$ cat src/rtl/dma_chan_seq.sv
module dma_chan_seq #(
  parameter int AW = 32,
  parameter int DW = 32,
  parameter int CW = 16
) (
  input  logic          clk,
  input  logic          rst_n,
  input  logic          start,
  input  logic [AW-1:0] cfg_src,
  input  logic [AW-1:0] cfg_dst,
  input  logic [CW-1:0] cfg_cnt,
  input  logic          cfg_single,
  input  logic          cfg_indirect,
  input  logic          cfg_burst,
  input  logic          cfg_dack_is_src,
  input  logic          cfg_src_inc,
  input  logic          cfg_dst_inc,
  input  logic [2:0]    cfg_src_type,
  input  logic [2:0]    cfg_dst_type,
  input  logic          dreq,
  input  logic          bus_gnt,
  input  logic [DW-1:0] bus_rdata,
  output logic          bus_req,
  output logic [AW-1:0] bus_addr,
  output logic          bus_rd,
  output logic          bus_wr,
  output logic          bus_dack,
  output logic [DW-1:0] bus_wdata,
  output logic          done,
  output logic          err
);
  localparam logic [AW-1:0] STEP = AW'(DW / 8);
  localparam logic [2:0] T_ACK = 3'd0, T_XMEM = 3'd1, T_XIO = 3'd2, T_LAST = 3'd4;

  typedef enum logic [2:0] {S_IDLE, S_ARM, S_REQ, S_SGL, S_PTR, S_RD, S_WR} st_t;

  st_t           st;
  logic [AW-1:0] src, dst, opa;
  logic [DW-1:0] dat;
  logic [CW-1:0] cnt;
  logic          m_single, m_ind, m_burst, m_dsrc, m_sinc, m_dinc;

  logic [2:0] ack_t, far_t;
  logic       legal, in_bus, go, unit_end;
  st_t        first_ph;

  assign ack_t = cfg_dack_is_src ? cfg_src_type : cfg_dst_type;
  assign far_t = cfg_dack_is_src ? cfg_dst_type : cfg_src_type;
  assign legal = (cfg_cnt != '0) && (cfg_src_type <= T_LAST) && (cfg_dst_type <= T_LAST) &&
                 (cfg_single ? (!cfg_indirect && ack_t == T_ACK && (far_t == T_XMEM || far_t == T_XIO))
                             : (cfg_src_type != T_ACK && cfg_dst_type != T_ACK));

  assign in_bus   = (st == S_SGL) || (st == S_PTR) || (st == S_RD) || (st == S_WR);
  assign go       = in_bus && bus_gnt;
  assign unit_end = go && (st == S_SGL || st == S_WR);
  assign first_ph = m_single ? S_SGL : (m_ind ? S_PTR : S_RD);

  always_ff @(posedge clk or negedge rst_n) begin
    if (!rst_n) begin
      st <= S_IDLE;
      src <= '0; dst <= '0; opa <= '0; dat <= '0; cnt <= '0;
      m_single <= 1'b0; m_ind <= 1'b0; m_burst <= 1'b0;
      m_dsrc <= 1'b0; m_sinc <= 1'b0; m_dinc <= 1'b0;
      done <= 1'b0; err <= 1'b0;
    end else begin
      case (st)
        S_IDLE: if (start) begin
          done <= 1'b0;
          err  <= !legal;
          if (legal) begin
            src <= cfg_src; dst <= cfg_dst; cnt <= cfg_cnt;
            m_single <= cfg_single; m_ind <= cfg_indirect; m_burst <= cfg_burst;
            m_dsrc <= cfg_dack_is_src; m_sinc <= cfg_src_inc; m_dinc <= cfg_dst_inc;
            st <= S_ARM;
          end
        end
        S_ARM: if (dreq) st <= S_REQ;
        S_REQ: if (bus_gnt) st <= first_ph;
        S_PTR: if (bus_gnt) begin opa <= AW'(bus_rdata); st <= S_RD; end
        S_RD:  if (bus_gnt) begin dat <= bus_rdata; st <= S_WR; end
        default: ;
      endcase
      if (unit_end) begin
        cnt <= cnt - 1'b1;
        if (m_sinc) src <= src + STEP;
        if (m_dinc) dst <= dst + STEP;
        if (cnt == CW'(1)) begin
          done <= 1'b1;
          st   <= S_IDLE;
        end else begin
          st <= m_burst ? first_ph : S_ARM;
        end
      end
    end
  end

  assign bus_req  = (st == S_REQ) || in_bus;
  assign bus_dack = go && (st == S_SGL);
  assign bus_rd   = go && ((st == S_PTR) || (st == S_RD) || (st == S_SGL && !m_dsrc));
  assign bus_wr   = go && ((st == S_WR) || (st == S_SGL && m_dsrc));
  assign bus_wdata = (st == S_WR) ? dat : '0;

  always_comb begin
    case (st)
      S_SGL:   bus_addr = m_dsrc ? dst : src;
      S_PTR:   bus_addr = src;
      S_RD:    bus_addr = m_ind ? opa : src;
      S_WR:    bus_addr = dst;
      default: bus_addr = '0;
    endcase
  end

  a_r1_err_quiet: assert property (@(posedge clk) disable iff (!rst_n)
    err |-> !bus_req);
  a_r2_dack_one_strobe: assert property (@(posedge clk) disable iff (!rst_n)
    bus_dack |-> (m_single && $countones({bus_rd, bus_wr}) == 1));
  a_r3_dual_no_dack: assert property (@(posedge clk) disable iff (!rst_n)
    (bus_wr && !m_single) |-> !bus_dack);
  a_r6_steal_release: assert property (@(posedge clk) disable iff (!rst_n)
    (unit_end && !m_burst) |=> !bus_req);
  a_r7_burst_hold: assert property (@(posedge clk) disable iff (!rst_n)
    (unit_end && m_burst && cnt != CW'(1)) |=> bus_req);
  a_r8_done_idle: assert property (@(posedge clk) disable iff (!rst_n)
    done |-> !(bus_req || bus_rd || bus_wr));
  a_r8_count_step: assert property (@(posedge clk) disable iff (!rst_n)
    unit_end |=> (done || cnt == $past(cnt) - 1'b1));
  a_r9_mode_hold: assert property (@(posedge clk) disable iff (!rst_n)
    (st != S_IDLE) |=> $stable({m_single, m_ind, m_burst, m_dsrc}));
  a_r11_strobe_grant: assert property (@(posedge clk) disable iff (!rst_n)
    (bus_rd || bus_wr || bus_dack) |-> (bus_req && bus_gnt));
endmodule

$ cat config.mk
export PLATFORM = sky130hd
export DESIGN_NAME = dma_chan_seq
export DESIGN_NICKNAME = d
export VERILOG_FILES = /design/src/rtl/dma_chan_seq.sv
export SDC_FILE = /design/constraint.sdc
export NUM_CORES = 1
export LEC_CHECK = 0
export ABC_AREA = 0
export BUFFER_PORTS_ARGS = -buffer_cell sky130_fd_sc_hd__buf_2
export CELL_PAD_IN_SITES_DETAIL_PLACEMENT = 0
export CELL_PAD_IN_SITES_GLOBAL_PLACEMENT = 1
export CORE_MARGIN = 2
export CORE_UTILIZATION = 37
export CTS_CLUSTER_SIZE = 14
export DETAILED_ROUTE_END_ITERATION = 7
export GPL_TIMING_DRIVEN = 0
export PLACE_DENSITY_LB_ADDON = 0.08
export SLEW_MARGIN = 20
export SYNTH_ARGS = -nofsm -noshare
export SYNTH_HDL_FRONTEND = slang
export SYNTH_SLANG_ARGS = --single-unit
$ cat constraint.sdc
create_clock -name clk -period 2.1 [get_ports clk]
set_clock_uncertainty 0.15 [all_clocks]
set_input_delay 0.105 -clock clk [delete_from_list [all_inputs] [get_ports clk]]
set_output_delay 0.105 -clock clk [all_outputs]
set_load 0.02 [all_outputs]
# After elaboration in Yosys (flattened, before gate mapping)
# Cells that the tools add are included.
# op_classes
addsub,3
magnitude_cmp,2
n_eq_ne,15
mux,37
n_reduce_logical,40
# op_table
operator,count
32-bit two-way mux,13
32-bit one-hot mux with 4 select lines,1
"32-bit by 3-bit adder with 32-bit output, second input constant",2
16-bit two-way mux,4
3-bit two-way mux,12
"3-bit inequality test, second input constant",6
"16-bit by 1-bit == test with 1-bit output, second input constant",1
16-bit nonzero test,1
"16-bit by 1-bit subtractor with 16-bit output, second input constant",1
3-bit one-hot mux with 5 select lines,1
1-bit logical AND,13
"3-bit by 2-bit == test with 1-bit output, second input constant",3
"3-bit == test, second input constant",3
1-bit logical OR,9
7-bit AND reduction,1
"3-bit by 1-bit == test with 1-bit output, second input constant",2
"3-bit less-or-equal comparator, second input constant",2
3-bit zero test,2
1-bit two-way mux,6
2-bit AND reduction,3
3-bit AND reduction,2
2-bit nonzero test,3
3-bit nonzero test,2
6-bit nonzero test,1
1-bit zero test,3
# totals
ff_bits,155
out_inout_bits,70

# Depth between registers and ports, before layout
# depth
ltp_word,11
ltp_mapped,10

# Least setup slack after synthesis
# Ideal clock, no wire load.
# synth_timing
path_type,reg2reg
from,register cnt[3]
to,register st[0]
setup_time_ns,0.121
arrival_ns,1.946
t_required_ns,1.829
path_slack_ns,-0.117
path_stages_with_launch,7
synth_period_minus_slack_ns,2.217
path_cell_list,dfrtp_1 or4_1 or4_4 nor2_4 nand4b_2 and3_1 a22o_1
# synth_via
elab_chain_cells,3
# synth_lines
item,line,text
start: declaration,40,logic [CW-1:0] cnt;
start signal: assignment,71,src <= cfg_src; dst <= cfg_dst; cnt <= cfg_cnt;
start signal: assignment,84,cnt <= cnt - 1'b1;
16-bit by 1-bit == test with 1-bit output,87,if (cnt == CW'(1)) begin
3-bit two-way mux,87,
3-bit two-way mux,83,if (unit_end) begin
end signal: assignment,78,S_REQ: if (bus_gnt) st <= first_ph;
end signal: assignment,91,st <= m_burst ? first_ph : S_ARM;
end: declaration,37,st_t st;
# Every way passes these cells.
# A chain may end at the register's enable or synchronous reset.

# Final worst setup path
# layout_timing
from,register st[2]
to,output bus_addr[6]
# layout_via
elab_chain_cells,2
elab_cells_between_ends,5
# layout_lines
item,line,text
3-bit == test / 3-bit by 2-bit == test with 1-bit output (equally long branches),104,case (st)
32-bit one-hot mux with 4 select lines *,104,
end: declaration,24,"output logic [AW-1:0] bus_addr,"
# Mark *: on every way between the ends. The rest lies on a longest branch, timed or not.

==> out/metrics.cfg <==
[setup_path]
slowest_stage = dfrtp_2
crit_arrival_ps = 2360
cp_common_cell = buf_8
start_kind = register
cpPeakStageDelay_ps = 440
worstPathRequired_ps = 1850
path_class = reg -> out
critPathCaptureType = primary output
path_delay_family = buffers and inverters
crit_path_cell_trace = buf_8, nor2b_4, a21o_4, clkbuf_16, buf_4, buf_8, a222oi_1, inv_1, buf_6
worstPathMaxFanout = 5
critPathBufInv = 6

[placed_design]
gp_congestion = 0.8958
pre_cts_ws_ps = -901.0
dp_hpwl_um = 23740
portBuffers = 198
dp.cells = 1385

[sta]
setup_ws_ps = -513.0
rsz0062_at_grt = yes
finalSetupViolations = 117
period_share_pct = 124.4
fin_crit_ps = 2613
drv_slew = 0
finalHoldViolCount = 0
fin_hold_ws_ps = 51.99
totalNegativeSetupSlack_ps = -26460
max_freq_ghz = 0.3827
tightestPinTransition_ps = 585.7
relSlewSlack_pct = 60.95

[clock_network]
root_buffer = clkbuf_16
tritoncts = built
cts_sinks = 155
clk_pin_slew_ps = 70
cts_buffer_depth = 2
h-tree-depth = 4
cts_made_buffers = 17
clk_latency_ps = 430

[cells_and_area]
layout_common_cells = 174 x buf_2, 147 x dfrtp_1, 122 x dlygate4sd3_1
synthToLayoutAreaGrowth_pct = 57.67
final_cells = 1606
final_nets = 1441
final_common_cell = buf_2
drive_gt1_share_pct = 40.73
n_fill_cell = 2006
n_antenna_cell = 0

[pwr]
leakagePower_nw = 6.071
pwr_density_cell_mw_per_mm2 = 1323
total_power_mw = 17.71
ir_drop_v = 0.0006115

[yosys]
syn_area_mm2 = 0.008489
ys_async_sr_fraction_pct = 100.0
yosysTopAreaCell = dfrtp_1
seq_area_frac_synth_pct = 45.69
avgSynthCellArea_um2 = 9.433
synth_cell_types = 76
synth_edf_count = 0
synth_cells = 900
ys.flop_type = dfrtp_1
synth_top_area_share_pct = 45.69
ys_top_cells_by_area = dfrtp_1 46%, mux2_2 8.6%, nand2_1 4.2%
syn-num-nets = 1033
ys_ff_latch = 155
synth_warnings = 0

[min_path]
min_path_type = in -> reg

[floorplanning]
die_y_um = 155.5
ioPinCount = 199
core_mm2 = 0.02257
row_count = 55
dieArea_mm2 = 0.02417
die_w_um = 155.5
initial_utilization_pct = 37.61

[global_routing]
grt_max_degree = 67
grt_pass1_vias = 8630
track_usage_pct = 27.45
grt_first_pass_wirelength_um = 49940
antenna_found_initial = 0
grt_overflow = 0

[route]
drtIter0Drc = 760
dr_total_vias = 8877
via_per_inst = 5.527
drc = 0
wl_um = 33680
first_pass_iters = 5
wire_per_inst_um = 20.97
ant_nets = 0

[outcome]
status = complete, but fails checks
violations = setup timing

[flow_run]
max-cap-violations = 0

==> where the power goes <==
part / leakage [nW] / internal, mW / total [mW] / switching, mW
Combinational: 3.96 / 4.09 / 8.50 / 4.41
Sequential: 1.82 / 4.42 / 6.05 / 1.63
Clock: 0.293 / 1.61 / 3.16 / 1.55
==> area by class of cell <==
cell class / instances / area, µm² / share of cell area [%]
well taps: 285 / 356.6 / 2.664
plain buffers: 50 / 534.3 / 3.991
clock buffers: 17 / 425.4 / 3.178
flip-flops and latches: 155 / 3889 / 29.05
repair buffers: 394 / 3110 / 23.24
multi-input cells: 640 / 4708 / 35.17
inverters: 50 / 187.7 / 1.402
clock inverters: 15 / 173.9 / 1.299
==> repair_timing <==
item                                    CTS  global route
endpoints found under the hold margin   257             0
buffers inserted                         41            29
pin swaps                                19            41
endpoints found under the setup margin  219           196
hold buffers                            122             0
gates cloned                              0             3
gates resized for setup                 147           159
==> cell families after synthesis <==
logic type | share of synthesized area (%)
multiplexers | 8.740
AO/OA/AOI/OAI | 18.63
XOR/XNOR | 1.017
flip-flops | 45.69
buffers and inverters | 5.055
adder cells (fa/ha/maj) | 0.7075
AND/OR/NAND/NOR | 20.16
==> worst paths after layout <==
check                              from          end  slack, ps  depth (start not counted)
max in group asynchronous         rst_n       cnt[3]        320                          5
worst max register to register    st[0]      dst[28]       -330                         10
worst min register to register  m_burst      m_burst        340                          2
worst max-delay path              st[2]  bus_addr[6]       -510                          9
min in group asynchronous         rst_n      dat[10]        520                          3
worst min-delay path            bus_gnt        st[2]         50                          3
==> through the flow <==
| step | instance area (µm²) | utilization [%] |
|---|---|---|
| 2_1_floorplan | 8489 | - |
| 3_3_place_gp | 9837 | 43.58 |
| 3_5_place_dp | 9902 | 43.87 |
| 4_1_cts | 12570 | 55.67 |
| 5_1_grt | 13390 | 59.30 |
| 6_report | 13390 | 59.30 |
==> cells in the mapped netlist, types with 2 or more instances <==
master / number
dfrtp_1: 155
nand2_1: 94
nor2_1: 76
mux2_2: 65
a21oi_1: 56
inv_1: 50
and2_1: 38
nand3_1: 38
o21ai_0: 35
clkbuf_1: 34
a222oi_1: 33
nor3_1: 29
a211oi_1: 18
o22ai_1: 14
and3_1: 13
buf_2: 13
nor4_1: 13
nand4_1: 11
o221a_2: 9
a31oi_1: 5
o21ai_1: 5
o32ai_1: 5
xnor2_1: 5
a311oi_1: 4
buf_1: 4
ha_1: 4
nand2b_1: 4
nor3_2: 4
a21o_1: 3
buf_4: 3
nor2b_1: 3
o211ai_1: 3
o31ai_1: 3
xor2_1: 3
a221o_1: 2
nand3b_1: 2
nand4b_1: 2
o21a_1: 2
o31ai_4: 2
or2_2: 2
==> metal layers <==
metal	wire [µm]	share of wire, %	vias to the layer above	global-route usage (%)
li1	-	-	4138	-
met3	2368	7.0	54	5.265
met1	14190	42	4316	35.98
met5	0	0	-	0
met2	15950	47	369	44.75
met4	1173	3.5	0	11.18
==> registers in the layout, summed over array words and instances, names as in the netlist, 3 cells and up <==
register / cells
cnt: 16
src: 32
dat: 32
opa: 32
st: 3
dst: 32
==> worst register-to-register path: stages, from the launching register on <==
cell and delay, ps:
dfrtp_2 440, buf_4 150, buf_6 100, buf_4 140, xor2_4 290, nand3_4 190
nor3_4 230, nor2b_1 160, buf_4 170, a211oi_1 80, a311oi_1 240
No activity file was read; power rests on OpenSTA's default activity.
